==> src/rtl/ivl_timer_pkg.sv <==
package ivl_timer_pkg;
    localparam int CSR_W  = 11;
    localparam int B_MODE = 0;
    localparam int B_DOWN = 1;
    localparam int B_GEN  = 2;
    localparam int B_CAPT = 3;
    localparam int B_ARLD = 4;
    localparam int B_LOAD = 5;
    localparam int B_IE   = 6;
    localparam int B_EN   = 7;
    localparam int B_STS  = 8;
    localparam int B_PWM  = 9;
    localparam int B_ALL  = 10;

    typedef enum logic [1:0] {
        REG_CSR  = 2'd0,
        REG_LOAD = 2'd1,
        REG_CNT  = 2'd2,
        REG_NONE = 2'd3
    } reg_sel_e;

    typedef enum logic [1:0] {
        PH_IDLE,
        PH_PRESET,
        PH_RUN,
        PH_TERM
    } phase_e;
endpackage

==> src/rtl/ivl_timer_decode.sv <==
module ivl_timer_decode
    import ivl_timer_pkg::*;
#(
    parameter int ADDR_W = 5,
    parameter int N_CH   = 2,
    localparam int CH_W  = ADDR_W - 4
) (
    input  logic [ADDR_W-1:0] addr,
    output logic [CH_W-1:0]   ch_idx,
    output reg_sel_e          sel,
    output logic              hit
);
    always_comb begin
        ch_idx = addr[ADDR_W-1:4];
        sel    = reg_sel_e'(addr[3:2]);
        hit    = (addr[1:0] == 2'b00) && (sel != REG_NONE)
                 && (32'(ch_idx) < N_CH);
    end
endmodule

==> src/rtl/ivl_timer_chan.sv <==
module ivl_timer_chan
    import ivl_timer_pkg::*;
#(
    parameter int CNT_W = 32
) (
    input  logic             clk,
    input  logic             rst_n,
    input  logic             csr_we,
    input  logic             load_we,
    input  logic [CNT_W-1:0] wdata,
    output logic [CSR_W-1:0] csr_q,
    output logic [CNT_W-1:0] load_q,
    output logic [CNT_W-1:0] cnt_q,
    output logic             irq_o
);
    phase_e           phase;
    logic             at_term;
    logic [CSR_W-1:0] csr_d;
    logic [CNT_W-1:0] cnt_d;

    // phase decode from the stored control word
    always_comb begin
        at_term = csr_q[B_DOWN] ? (cnt_q == '0) : (cnt_q == '1);
        if (csr_q[B_LOAD])     phase = PH_PRESET;
        else if (!csr_q[B_EN]) phase = PH_IDLE;
        else if (at_term)      phase = PH_TERM;
        else                   phase = PH_RUN;
    end

    // next-state for counter and control word, per phase
    always_comb begin
        cnt_d = cnt_q;
        csr_d = csr_q;
        if (csr_we) begin
            csr_d        = wdata[CSR_W-1:0];
            csr_d[B_STS] = csr_q[B_STS] & ~wdata[B_STS];
        end
        unique case (phase)
            PH_PRESET: cnt_d = load_q;
            PH_IDLE:   cnt_d = cnt_q;
            PH_RUN:    cnt_d = csr_q[B_DOWN] ? cnt_q - 1'b1 : cnt_q + 1'b1;
            PH_TERM: begin
                csr_d[B_STS] = 1'b1;
                if (csr_q[B_ARLD])  cnt_d = load_q;
                else if (!csr_we)   csr_d[B_EN] = 1'b0;
            end
        endcase
    end

    // state registers
    always_ff @(posedge clk or negedge rst_n) begin
        if (!rst_n) begin
            csr_q  <= '0;
            load_q <= '0;
            cnt_q  <= '0;
        end else begin
            csr_q <= csr_d;
            cnt_q <= cnt_d;
            if (load_we) load_q <= wdata;
        end
    end

    assign irq_o = csr_q[B_STS] & csr_q[B_IE];

    assert_preset_copies_R3: assert property (@(posedge clk) disable iff (!rst_n)
        csr_q[B_LOAD] |=> (cnt_q == $past(load_q)));
    assert_down_step_R4: assert property (@(posedge clk) disable iff (!rst_n)
        (phase == PH_RUN && csr_q[B_DOWN]) |=> (cnt_q == $past(cnt_q) - 1'b1));
    assert_term_flags_R5: assert property (@(posedge clk) disable iff (!rst_n)
        (phase == PH_TERM) |=> csr_q[B_STS]);
    assert_oneshot_stops_R6: assert property (@(posedge clk) disable iff (!rst_n)
        (phase == PH_TERM && !csr_q[B_ARLD] && !csr_we) |=> (!csr_q[B_EN] && $stable(cnt_q)));
    assert_w1c_clears_R8: assert property (@(posedge clk) disable iff (!rst_n)
        (csr_we && wdata[B_STS] && phase != PH_TERM) |=> !csr_q[B_STS]);
    assert_idle_holds_R12: assert property (@(posedge clk) disable iff (!rst_n)
        (!csr_q[B_LOAD] && !csr_q[B_EN]) |=> $stable(cnt_q));
endmodule

==> src/rtl/ivl_timer.sv <==
module ivl_timer
    import ivl_timer_pkg::*;
#(
    parameter int CNT_W  = 32,
    parameter int N_CH   = 2,
    parameter int ADDR_W = 5
) (
    input  logic              clk,
    input  logic              rst_n,
    input  logic              wr_en,
    input  logic              rd_en,
    input  logic [ADDR_W-1:0] addr,
    input  logic [CNT_W-1:0]  wdata,
    output logic [CNT_W-1:0]  rdata,
    output logic              irq
);
    localparam int CH_W = ADDR_W - 4;

    logic [CH_W-1:0]  ch_idx;
    reg_sel_e         sel;
    logic             hit;
    logic [CSR_W-1:0] csr_arr  [N_CH];
    logic [CNT_W-1:0] load_arr [N_CH];
    logic [CNT_W-1:0] cnt_arr  [N_CH];
    logic [N_CH-1:0]  ch_irq;
    logic [CNT_W-1:0] rd_mux;

    ivl_timer_decode #(.ADDR_W(ADDR_W), .N_CH(N_CH)) dec_i (
        .addr   (addr),
        .ch_idx (ch_idx),
        .sel    (sel),
        .hit    (hit)
    );

    for (genvar i = 0; i < N_CH; i++) begin : g_ch
        logic sel_me;
        assign sel_me = wr_en && hit && (ch_idx == CH_W'(i));
        ivl_timer_chan #(.CNT_W(CNT_W)) chan_i (
            .clk     (clk),
            .rst_n   (rst_n),
            .csr_we  (sel_me && sel == REG_CSR),
            .load_we (sel_me && sel == REG_LOAD),
            .wdata   (wdata),
            .csr_q   (csr_arr[i]),
            .load_q  (load_arr[i]),
            .cnt_q   (cnt_arr[i]),
            .irq_o   (ch_irq[i])
        );
    end

    assign irq = |ch_irq;

    always_comb begin
        rd_mux = '0;
        if (hit) begin
            case (sel)
                REG_CSR:  rd_mux = CNT_W'(csr_arr[ch_idx]);
                REG_LOAD: rd_mux = load_arr[ch_idx];
                REG_CNT:  rd_mux = cnt_arr[ch_idx];
                default:  rd_mux = '0;
            endcase
        end
    end

    always_ff @(posedge clk or negedge rst_n) begin
        if (!rst_n)     rdata <= '0;
        else if (rd_en) rdata <= rd_mux;
    end

    assert_unmapped_zero_R10: assert property (@(posedge clk) disable iff (!rst_n)
        (rd_en && !hit) |=> (rdata == '0));
    assert_rdata_holds_R11: assert property (@(posedge clk) disable iff (!rst_n)
        !rd_en |=> $stable(rdata));
endmodule

==> config.mk <==
export PLATFORM = sky130hd
export DESIGN_NAME = ivl_timer
export DESIGN_NICKNAME = d
export VERILOG_FILES = /design/src/rtl/ivl_timer_pkg.sv /design/src/rtl/ivl_timer_decode.sv /design/src/rtl/ivl_timer_chan.sv /design/src/rtl/ivl_timer.sv
export SDC_FILE = /design/constraint.sdc
export NUM_CORES = 1
export LEC_CHECK = 0
export BUFFER_PORTS_ARGS = -buffer_cell sky130_fd_sc_hd__buf_2
export CORE_ASPECT_RATIO = 0.5
export CORE_MARGIN = 2
export CORE_UTILIZATION = 45
export CTS_CLUSTER_SIZE = 12
export DETAILED_ROUTE_END_ITERATION = 10
export MAX_ROUTING_LAYER = met4
export PLACE_DENSITY_LB_ADDON = 0.08
export SKIP_LAST_GASP = 1
export SYNTH_ARGS = -nofsm -noshare
export SYNTH_HDL_FRONTEND = slang
export SYNTH_SLANG_ARGS = --single-unit
==> constraint.sdc <==
create_clock -name clk -period 3.75 [get_ports clk]
set_input_delay 0.75 -clock clk [delete_from_list [all_inputs] [get_ports clk]]
set_output_delay 0.75 -clock clk [all_outputs]
set_load 0.01 [all_outputs]
==> results of run 1 <==
## final cells by class
type	count	share of cell area
antenna	1	0.0001883
clock buffer	19	0.03408
clock inverter	13	0.008379
inverter	54	0.01525
multi-input combinational	990	0.5221
sequential	182	0.3427
tap	352	0.03314
timing repair buffer	98	0.04415
## worst paths after layout
kind	startpoint	end	slack (ns)	cells past startpoint
max	g_ch[0].chan_i.csr_q[1]	g_ch[0].chan_i.cnt_q[29]	0.42	10
min	rst_n	g_ch[0].chan_i.cnt_q[29]	0.31	1
max reg2reg	g_ch[0].chan_i.csr_q[1]	g_ch[0].chan_i.cnt_q[29]	0.42	10
min reg2reg	g_ch[1].chan_i.csr_q[10]	g_ch[1].chan_i.csr_q[10]	0.51	1
max in group asynchronous	rst_n	g_ch[0].chan_i.cnt_q[31]	2.40	2
min in group clk	g_ch[1].chan_i.csr_q[10]	g_ch[1].chan_i.csr_q[10]	0.51	1
## stage by stage
step	area, µm²	utilization
after floorplan	11980	-
after global placement	12720	0.4833
after detailed placement	12720	0.4833
after CTS	13290	0.5047
after global routing	13290	0.5047
final	13290	0.5048
## critical path, cell delays in order (launching register included)
cell	delay [ns]
dfrtp_1	0.62
buf_4	0.28
nor4b_1	0.32
and4_1	0.28
nand4_1	0.12
o41ai_1	0.47
nor3b_2	0.31
or2_2	0.40
buf_12	0.23
a21oi_1	0.11
o21ai_0	0.09
## cells in the mapped netlist (18+ instances only)
cell type / n / share of area
inv_1: 53 / 0.017
nand2_1: 126 / 0.039
o211ai_1: 18 / 0.011
a21oi_1: 108 / 0.045
nand4_1: 29 / 0.015
mux2_2: 80 / 0.075
nor2_1: 60 / 0.019
o21ai_0: 121 / 0.051
dfrtp_1: 182 / 0.38
nand3_1: 18 / 0.0075
clkbuf_1: 49 / 0.015
xnor2_1: 35 / 0.026
a21o_1: 45 / 0.028
mux2i_1: 76 / 0.063
nor4_1: 18 / 0.0094
ha_1: 60 / 0.063
xor2_1: 20 / 0.015
o22ai_1: 35 / 0.018
## logic make-up (layout without fill, tap and decap cells)
family                   after synthesis  after routing  synth area share
AO/OA/AOI/OAI                        399            399            0.2051
AND/OR/NAND/NOR                      318            318            0.1272
flip-flops                           182            182            0.3801
multiplexers                         156            156            0.1387
buffers and inverters                129            184           0.04271
adder cells (fa/ha/maj)               62             62           0.06600
XOR/XNOR                              55             55           0.04020
other                                  0              1                 0
## registers in the layout, summed over array words and instances (netlist names)
name	cells
g_ch.chan_i.load_q	64
g_ch.chan_i.csr_q	22
g_ch.chan_i.cnt_q	64
rdata	32
## power groups by stage
stage	clock, µW	combinational (µW)	sequential (µW)
floorplan	0	3050	2960
global placement	0	3900	3380
detailed placement	0	3950	3400
CTS	1790	3980	3360
global route	1880	4470	3460
finish	1780	4010	3420
## placed cells by master (no fill, tap or decap), types with 7 or more instances in the layout
| cell type | instances |
|---|---|
| nand3_1 | 18 |
| o22ai_1 | 35 |
| nor2_1 | 60 |
| nand4_1 | 29 |
| a21o_1 | 45 |
| a211oi_1 | 8 |
| mux2_2 | 80 |
| and3_1 | 17 |
| dfrtp_1 | 182 |
| ha_1 | 60 |
| a21oi_1 | 108 |
| inv_1 | 53 |
| xnor2_1 | 35 |
| o211ai_1 | 18 |
| xor2_1 | 20 |
| buf_2 | 72 |
| o21ai_0 | 121 |
| buf_4 | 23 |
| mux2i_1 | 76 |
| nor3_1 | 7 |
| nand2_1 | 126 |
| nor4_1 | 17 |
| o21bai_1 | 10 |
| clkbuf_16 | 17 |
| nand2b_1 | 11 |
## per-layer routing
layer / vias to the layer above / wire length [µm] / track usage
li1: 4856 / - / -
met1: 5041 / 20010 / 0.4443
met2: 277 / 14270 / 0.3408
met3: 29 / 2236 / 0.04822
met4: 0 / 379 / 0.05538
met5: - / 0 / -
==> flow_summary.json, run 1 <==
{
  "syn_nets": 1404,
  "syn_inst": 1301,
  "period_needed_ns": 3.331,
  "post_drt_wl_per_cell_um": 21.59,
  "tns_ns": 0,
  "dp_slack_ns": 0.3326,
  "core_um2": 26330,
  "cts_made_buffers": 17,
  "port_buffers": 73,
  "ir_worst_vdd_v": 0.0003861,
  "finalSetupViolCount": 0,
  "synth-main-ff-cell": "dfrtp_1",
  "timing.final.ws_setup_ns": 0.4190,
  "io_pins": 74,
  "rows": 42,
  "seqPwrFrac": 0.371,
  "post_cts_buffers": 0,
  "p_leak_uw": 0.006178,
  "p_sw_frac": 0.4505,
  "hold_path_class": "in -> async",
  "netSwitchingPower_uw": 4151,
  "area_growth_syn_to_layout_pct": 10.92,
  "post-route-period-util": 0.8883,
  "dp_hpwl_um": 27810,
  "drtAntennaViolNets": 0,
  "hold_ws_ns": 0.3140,
  "drt_wl_total_um": 36900,
  "vias_per_cell": 5.970,
  "start_util": 0.4551,
  "crit_type": "reg -> reg",
  "cts_hold_buf": 0,
  "seqCellArea_um2": 4554,
  "cp-end-kind": "flip-flop",
  "dieArea_um2": 28030,
  "synthDistinctLibCells": 72,
  "clk_latency_ns": 0.45,
  "max_slew.worst_pin.slew_ns": 1.026,
  "antenna_found_initial": 0,
  "grt_overflow": 0,
  "crit_arrival_ns": 3.71,
  "finalMaxSlewViolations": 0,
  "drtIter0Drc": 1057,
  "synth_area_um2": 11980,
  "synth_warnings": 0,
  "slew_headroom": 0.3130,
  "numClockSinks": 182,
  "cts_resized": 0,
  "run_status": "finished clean",
  "finalHoldViolCount": 0,
  "max_cap_viol_count": 0,
  "startpoint_type": "flip-flop",
  "intPower_uw": 5062,
  "grt_first_pass_wirelength_um": 57140,
  "drc_errors": 0,
  "tritoncts": "done",
  "dpl.cell_count": 1676,
  "path_max_fanout": 32,
  "grt_pass1_vias": 9473,
  "worstPathRequired_ns": 4.13,
  "power_uw": 9212,
  "drt_first_pass_iters": 5,
  "fill_cells": 2446,
  "cts.path.max_buffers": 2,
  "cts_root_buffer": "clkbuf_16",
  "fin_skew_ns": 0.01016,
  "gp_congestion": 0.9163,
  "synth_edf_count": 0,
  "drive_above_1_share": 0.1674,
  "rsz0062_at_grt": "false",
  "p_per_area_nw_per_um2": 693.2,
  "layout.cells.non_filler": 1709,
  "grt_start_max_net_pins": 87,
  "die_y_um": 119.4,
  "async_reset_ff_frac": 1.000,
  "pwr-share-comb": 0.436,
  "avgSynthCellArea_um2": 9.209,
  "clk_pin_slew_worst_paths_ns": 0.07,
  "fmax_mhz": 300.2,
  "yosysSeqAreaShare": 0.3801,
  "multiInputGateArea_um2": 6939,
  "synth-seq-cells": 182,
  "num_vias": 10200,
  "die_w_um": 234.8,
  "fin_nets": 1446,
  "htreeDepth": 4,
  "grtUsageTotal": 0.2732,
  "pwr-share-clk": 0.193
}
Power figures use the tool's default switching activity.
==> run 2, diff against run 1 <==
- clock period: 3.75 -> 2.75 ns (I/O delays scaled with it)
==> flow_summary.json, run 2 (synthesis results as in run 1) <==
{
  "run_status": "complete, but fails checks",
  "violations": "setup timing",
  "tns_ns": -1.404,
  "ir_worst_vdd_v": 0.0004571,
  "drtIter0Drc": 876,
  "htreeDepth": 4,
  "max_cap_viol_count": 0,
  "post-route-period-util": 1.059,
  "fill_cells": 2243,
  "drt_first_pass_iters": 7,
  "drive_above_1_share": 0.3357,
  "tritoncts": "done",
  "path_cells": "buf_6 > ha_4 > a21o_1 > a211o_1 > or3_4 > o21ba_4 > a41o_4 > a21oi_2 > xnor2_1 > mux2i_1 > o21ai_1",
  "finalSetupViolCount": 21,
  "fin_skew_ns": 0.01616,
  "layout_commonest_cell": "dfrtp_1",
  "clk_latency_ns": 0.44,
  "design_area_um2": 15640,
  "reg_top3": "g_ch.chan_i.cnt_q x64, g_ch.chan_i.load_q x64, rdata x32",
  "vias_per_cell": 5.863,
  "grtUsageTotal": 0.2886,
  "p_per_area_nw_per_um2": 970.0,
  "gp_congestion": 0.9130,
  "max_slew.worst_pin.slew_ns": 0.9568,
  "numClockSinks": 182,
  "start_util": 0.4551,
  "cts_root_buffer": "clkbuf_16",
  "reg2reg_depth": 11,
  "num_vias": 10990,
  "worstPathRequired_ns": 3.11,
  "path_max_fanout": 6,
  "clk_pin_slew_worst_paths_ns": 0.07,
  "cts_made_buffers": 17,
  "reg2reg_slack_ns": -0.16,
  "dp_hpwl_um": 29620,
  "crit_arrival_ns": 3.27,
  "r2r_end": "g_ch[0].chan_i.cnt_q[28]",
  "dieArea_um2": 28030,
  "slowest_stage": "dfrtp_4",
  "layout_common_cells": "dfrtp_1, buf_4, nand2_1",
  "io_pins": 74,
  "drtAntennaViolNets": 0,
  "hold_path_class": "in -> async",
  "slew_headroom": 0.3622,
  "fmax_mhz": 343.4,
  "grt_overflow": 0,
  "area_growth_syn_to_layout_pct": 30.51,
  "cpPeakStageDelay_ns": 0.54,
  "cts.path.max_buffers": 2,
  "diodes": 0,
  "die_y_um": 119.4,
  "antenna_found_initial": 0,
  "rsz0062_at_grt": "true",
  "die_w_um": 234.8,
  "layout.cells.non_filler": 1874,
  "startpoint_type": "flip-flop",
  "grt_start_max_net_pins": 79,
  "period_needed_ns": 2.912,
  "timing.final.ws_setup_ns": -0.1620,
  "dp_slack_ns": -0.2653,
  "r2r_start": "g_ch[0].chan_i.csr_q[1]",
  "post_drt_wl_per_cell_um": 21.50,
  "finalHoldViolCount": 0,
  "core_um2": 26330,
  "cp-end-kind": "flip-flop",
  "grt_pass1_vias": 10290,
  "fin_nets": 1612,
  "drt_wl_total_um": 40290,
  "drc_errors": 0,
  "grt_first_pass_wirelength_um": 60870,
  "port_buffers": 73,
  "finalMaxSlewViolations": 0,
  "crit_type": "reg -> reg",
  "dpl.cell_count": 1811,
  "p_leak_uw": 0.007251,
  "fin_util": 0.5940,
  "placed_area_um2": 13890,
  "rows": 42
}
==> run 2: power by group <==
part	leakage, µW	switching (µW)	internal, µW	total, µW
clock	0.000281	1130	1380	2510
sequential	0.00234	1200	3370	4570
combinational	0.00463	4170	3920	8100
total	0.00725	6500	8670	15200
==> run 2: cell type report <==
| class | count | area (µm²) | share of cell area |
|---|---|---|---|
| Inverter | 54 | 202.7 | 0.01296 |
| Clock inverter | 13 | 148.9 | 0.009522 |
| Sequential cell | 182 | 4562 | 0.2917 |
| Clock buffer | 19 | 442.9 | 0.02832 |
| Timing Repair Buffer | 264 | 2101 | 0.1343 |
| Tap cell | 352 | 440.4 | 0.02816 |
| Multi-Input combinational cell | 990 | 7740 | 0.4950 |
==> run 2: layer usage <==
layer	share of wire	vias to the layer above	track usage
met4	0.0068	0	0.04193
met5	0	-	-
met3	0.065	21	0.04404
met1	0.51	5473	0.4591
li1	-	5178	-
met2	0.42	316	0.3857
==> run 2: worst max-delay path: cells and delay by family (launching register included) <==
kind                     cells  cell delay [ns]
AO/OA/AOI/OAI                6             1.30
adder cells (fa/ha/maj)      1             0.21
multiplexers                 1             0.09
AND/OR/NAND/NOR              1             0.39
flip-flops                   1             0.54
XOR/XNOR                     1             0.13
buffers and inverters        1             0.16
==> run 2: repair_timing <==
action / 4_1_cts / 5_1_grt
gates resized for setup: 100 / 101
pin swaps: 45 / 45
endpoints found under the setup margin: 43 / 51
buffers inserted: 16 / 10
hold buffers: 0 / 0
gates cloned: 1 / 6
==> run 2: per-stage QoR <==
| step | power (µW) | hold WS [ns] |
|---|---|---|
| after floorplan | 8238 | 0.2544 |
| after global placement | 11210 | 0.4876 |
| after detailed placement | 11320 | 0.4947 |
| after CTS | 14360 | 0.1878 |
| after global routing | 16110 | 0.2101 |
| final | 15170 | 0.1684 |
==> run 2: worst max path at each step <==
stage | start | endpoint
2_1_floorplan | g_ch[0].chan_i.csr_q[1] | g_ch[0].chan_i.cnt_q[26]
3_3_place_gp | g_ch[1].chan_i.csr_q[1] | g_ch[1].chan_i.cnt_q[29]
3_5_place_dp | g_ch[1].chan_i.csr_q[1] | g_ch[1].chan_i.cnt_q[29]
4_1_cts | g_ch[1].chan_i.csr_q[1] | g_ch[1].chan_i.cnt_q[30]
5_1_grt | g_ch[1].chan_i.csr_q[1] | g_ch[1].chan_i.cnt_q[30]
6_report | g_ch[0].chan_i.csr_q[1] | g_ch[0].chan_i.cnt_q[28]
==> run 3, diff against run 2 <==
- clock period: 2.75 -> 2.8 ns (I/O delays scaled with it)
==> flow_summary.json, run 3 (synthesis results as in run 1) <==
{
  "dp_hpwl_um": 29760,
  "post_drt_wl_per_cell_um": 22.14,
  "numClockSinks": 182,
  "fmax_mhz": 352.5,
  "drt_wl_total_um": 41210,
  "grtUsageTotal": 0.2945,
  "grt_first_pass_wirelength_um": 61780,
  "finalMaxSlewViolations": 0,
  "crit_arrival_ns": 3.16,
  "fin_skew_ns": 0.01506,
  "num_vias": 11110,
  "cts.path.max_buffers": 2,
  "io_pins": 74,
  "reg2reg_slack_ns": -0.04,
  "area_growth_syn_to_layout_pct": 30.52,
  "drtIter0Drc": 959,
  "hold_path_class": "in -> async",
  "run_status": "complete, but fails checks",
  "r2r_start": "g_ch[1].chan_i.csr_q[1]",
  "p_leak_uw": 0.007153,
  "rows": 42,
  "timing.final.ws_setup_ns": -0.03703,
  "cpPeakStageDelay_ns": 0.54,
  "layout.cells.non_filler": 1861,
  "start_util": 0.4551,
  "gp_congestion": 0.9203,
  "fin_nets": 1600,
  "htreeDepth": 4,
  "violations": "setup timing",
  "cts_hold_buf": 0,
  "grt_use_met2": 0.3871,
  "antenna_found_initial": 0,
  "layout_common_cells": "dfrtp_1, buf_4, nand2_1",
  "dpl.cell_count": 1793,
  "slowest_stage": "dfrtp_4",
  "die_w_um": 234.8,
  "worstPathRequired_ns": 3.13,
  "core_um2": 26330,
  "p_per_area_nw_per_um2": 959.0,
  "drc_errors": 0,
  "post-route-period-util": 1.013,
  "grt_start_max_net_pins": 62,
  "cp-end-kind": "flip-flop",
  "tns_ns": -0.08917,
  "top_usage_layer": "met1",
  "vias_per_cell": 5.969,
  "clk_pin_slew_worst_paths_ns": 0.08,
  "reg_top3": "g_ch.chan_i.cnt_q x64, g_ch.chan_i.load_q x64, rdata x32",
  "power_uw": 15000,
  "port_buffers": 73,
  "grt_util_met1": 0.4589,
  "path_cells": "buf_12 > buf_12 > ha_2 > a21oi_2 > o21bai_1 > a21o_1 > a21o_1 > a41oi_2 > a21oi_2 > mux2i_1 > a221o_1",
  "finalHoldViolCount": 0,
  "use_met3": 0.05841,
  "grt_pass1_vias": 10350,
  "cts_made_buffers": 17,
  "finalSetupViolCount": 5,
  "cts_root_buffer": "clkbuf_16",
  "slew_headroom": 0.4077,
  "clk_latency_ns": 0.45,
  "fin_util": 0.5940,
  "path_max_fanout": 9,
  "layout_commonest_cell": "dfrtp_1",
  "rsz0062_at_grt": "true",
  "drt_first_pass_iters": 5,
  "dieArea_um2": 28030,
  "max_cap_viol_count": 0,
  "r2r_end": "g_ch[1].chan_i.cnt_q[29]",
  "period_needed_ns": 2.837,
  "max_slew.worst_pin.slew_ns": 0.8885,
  "startpoint_type": "flip-flop",
  "reg2reg_depth": 11,
  "fill_cells": 2209,
  "grt_overflow": 0,
  "drtAntennaViolNets": 0,
  "diodes": 0,
  "crit_type": "reg -> reg",
  "tritoncts": "done",
  "drive_above_1_share": 0.3433,
  "die_y_um": 119.4,
  "ir_worst_vdd_v": 0.0004797
}
## run 3: what timing repair did
item                                    4_1_cts  5_1_grt
pin swaps                                    38       58
gates resized for setup                      79      138
buffers inserted                             17       13
gates cloned                                  0        8
endpoints found under the setup margin       47       50
hold endpoints to repair                      0        0
## run 3: final cells by class
| cell class | instances | area (µm²) | area share |
|---|---|---|---|
| multi-input cells | 991 | 7884 | 0.5041 |
| flip-flops and latches | 182 | 4562 | 0.2917 |
| repair buffers | 251 | 1966 | 0.1257 |
| clock buffers | 19 | 442.9 | 0.02832 |
| well taps | 352 | 440.4 | 0.02816 |
| inverters | 54 | 202.7 | 0.01296 |
| clock inverters | 12 | 141.4 | 0.009041 |
## run 3: worst max-delay path by stage
stage | from | end | slack [ns] | cells after the start
after floorplan | g_ch[0].chan_i.csr_q[1] | g_ch[0].chan_i.cnt_q[24] | 0.02 | 10
after global placement | g_ch[1].chan_i.csr_q[1] | g_ch[1].chan_i.cnt_q[29] | -0.19 | 12
after detailed placement | g_ch[1].chan_i.csr_q[1] | g_ch[1].chan_i.cnt_q[29] | -0.27 | 12
after CTS | g_ch[0].chan_i.csr_q[1] | g_ch[0].chan_i.cnt_q[29] | -0.04 | 13
after global routing | g_ch[1].chan_i.csr_q[1] | g_ch[1].chan_i.cnt_q[29] | -0.15 | 11
final | g_ch[1].chan_i.csr_q[1] | g_ch[1].chan_i.cnt_q[29] | -0.04 | 11
## run 3: worst max-delay path: cells and delay by family (launching register included)
kind / cells / cell delay, ns
adders and majority gates: 1 / 0.34
buffers and inverters: 2 / 0.33
AOI/OAI and AO/OA: 7 / 1.40
DFF: 1 / 0.54
muxes: 1 / 0.12
## run 3: where the power goes
part | switching (µW) | internal (µW)
Clock | 1130 | 1350
Sequential | 1240 | 3310
Combinational | 4100 | 3880
Total | 6460 | 8530
## run 3: routing by layer
layer	wire length, µm	vias up
met2	16810	320
met1	21130	5580
met3	2635	45
met5	0	-
li1	-	5164
met4	632	0
## run 3: per-stage QoR
step	instance area (µm²)	hold slack [ns]	setup slack [ns]
2_1_floorplan	12030	0.2644	0.01869
3_3_place_gp	13720	0.4866	-0.1913
3_5_place_dp	13720	0.4922	-0.2722
4_1_cts	14870	0.1228	-0.03577
5_1_grt	15640	0.1368	-0.1521
6_report	15640	0.09784	-0.03703
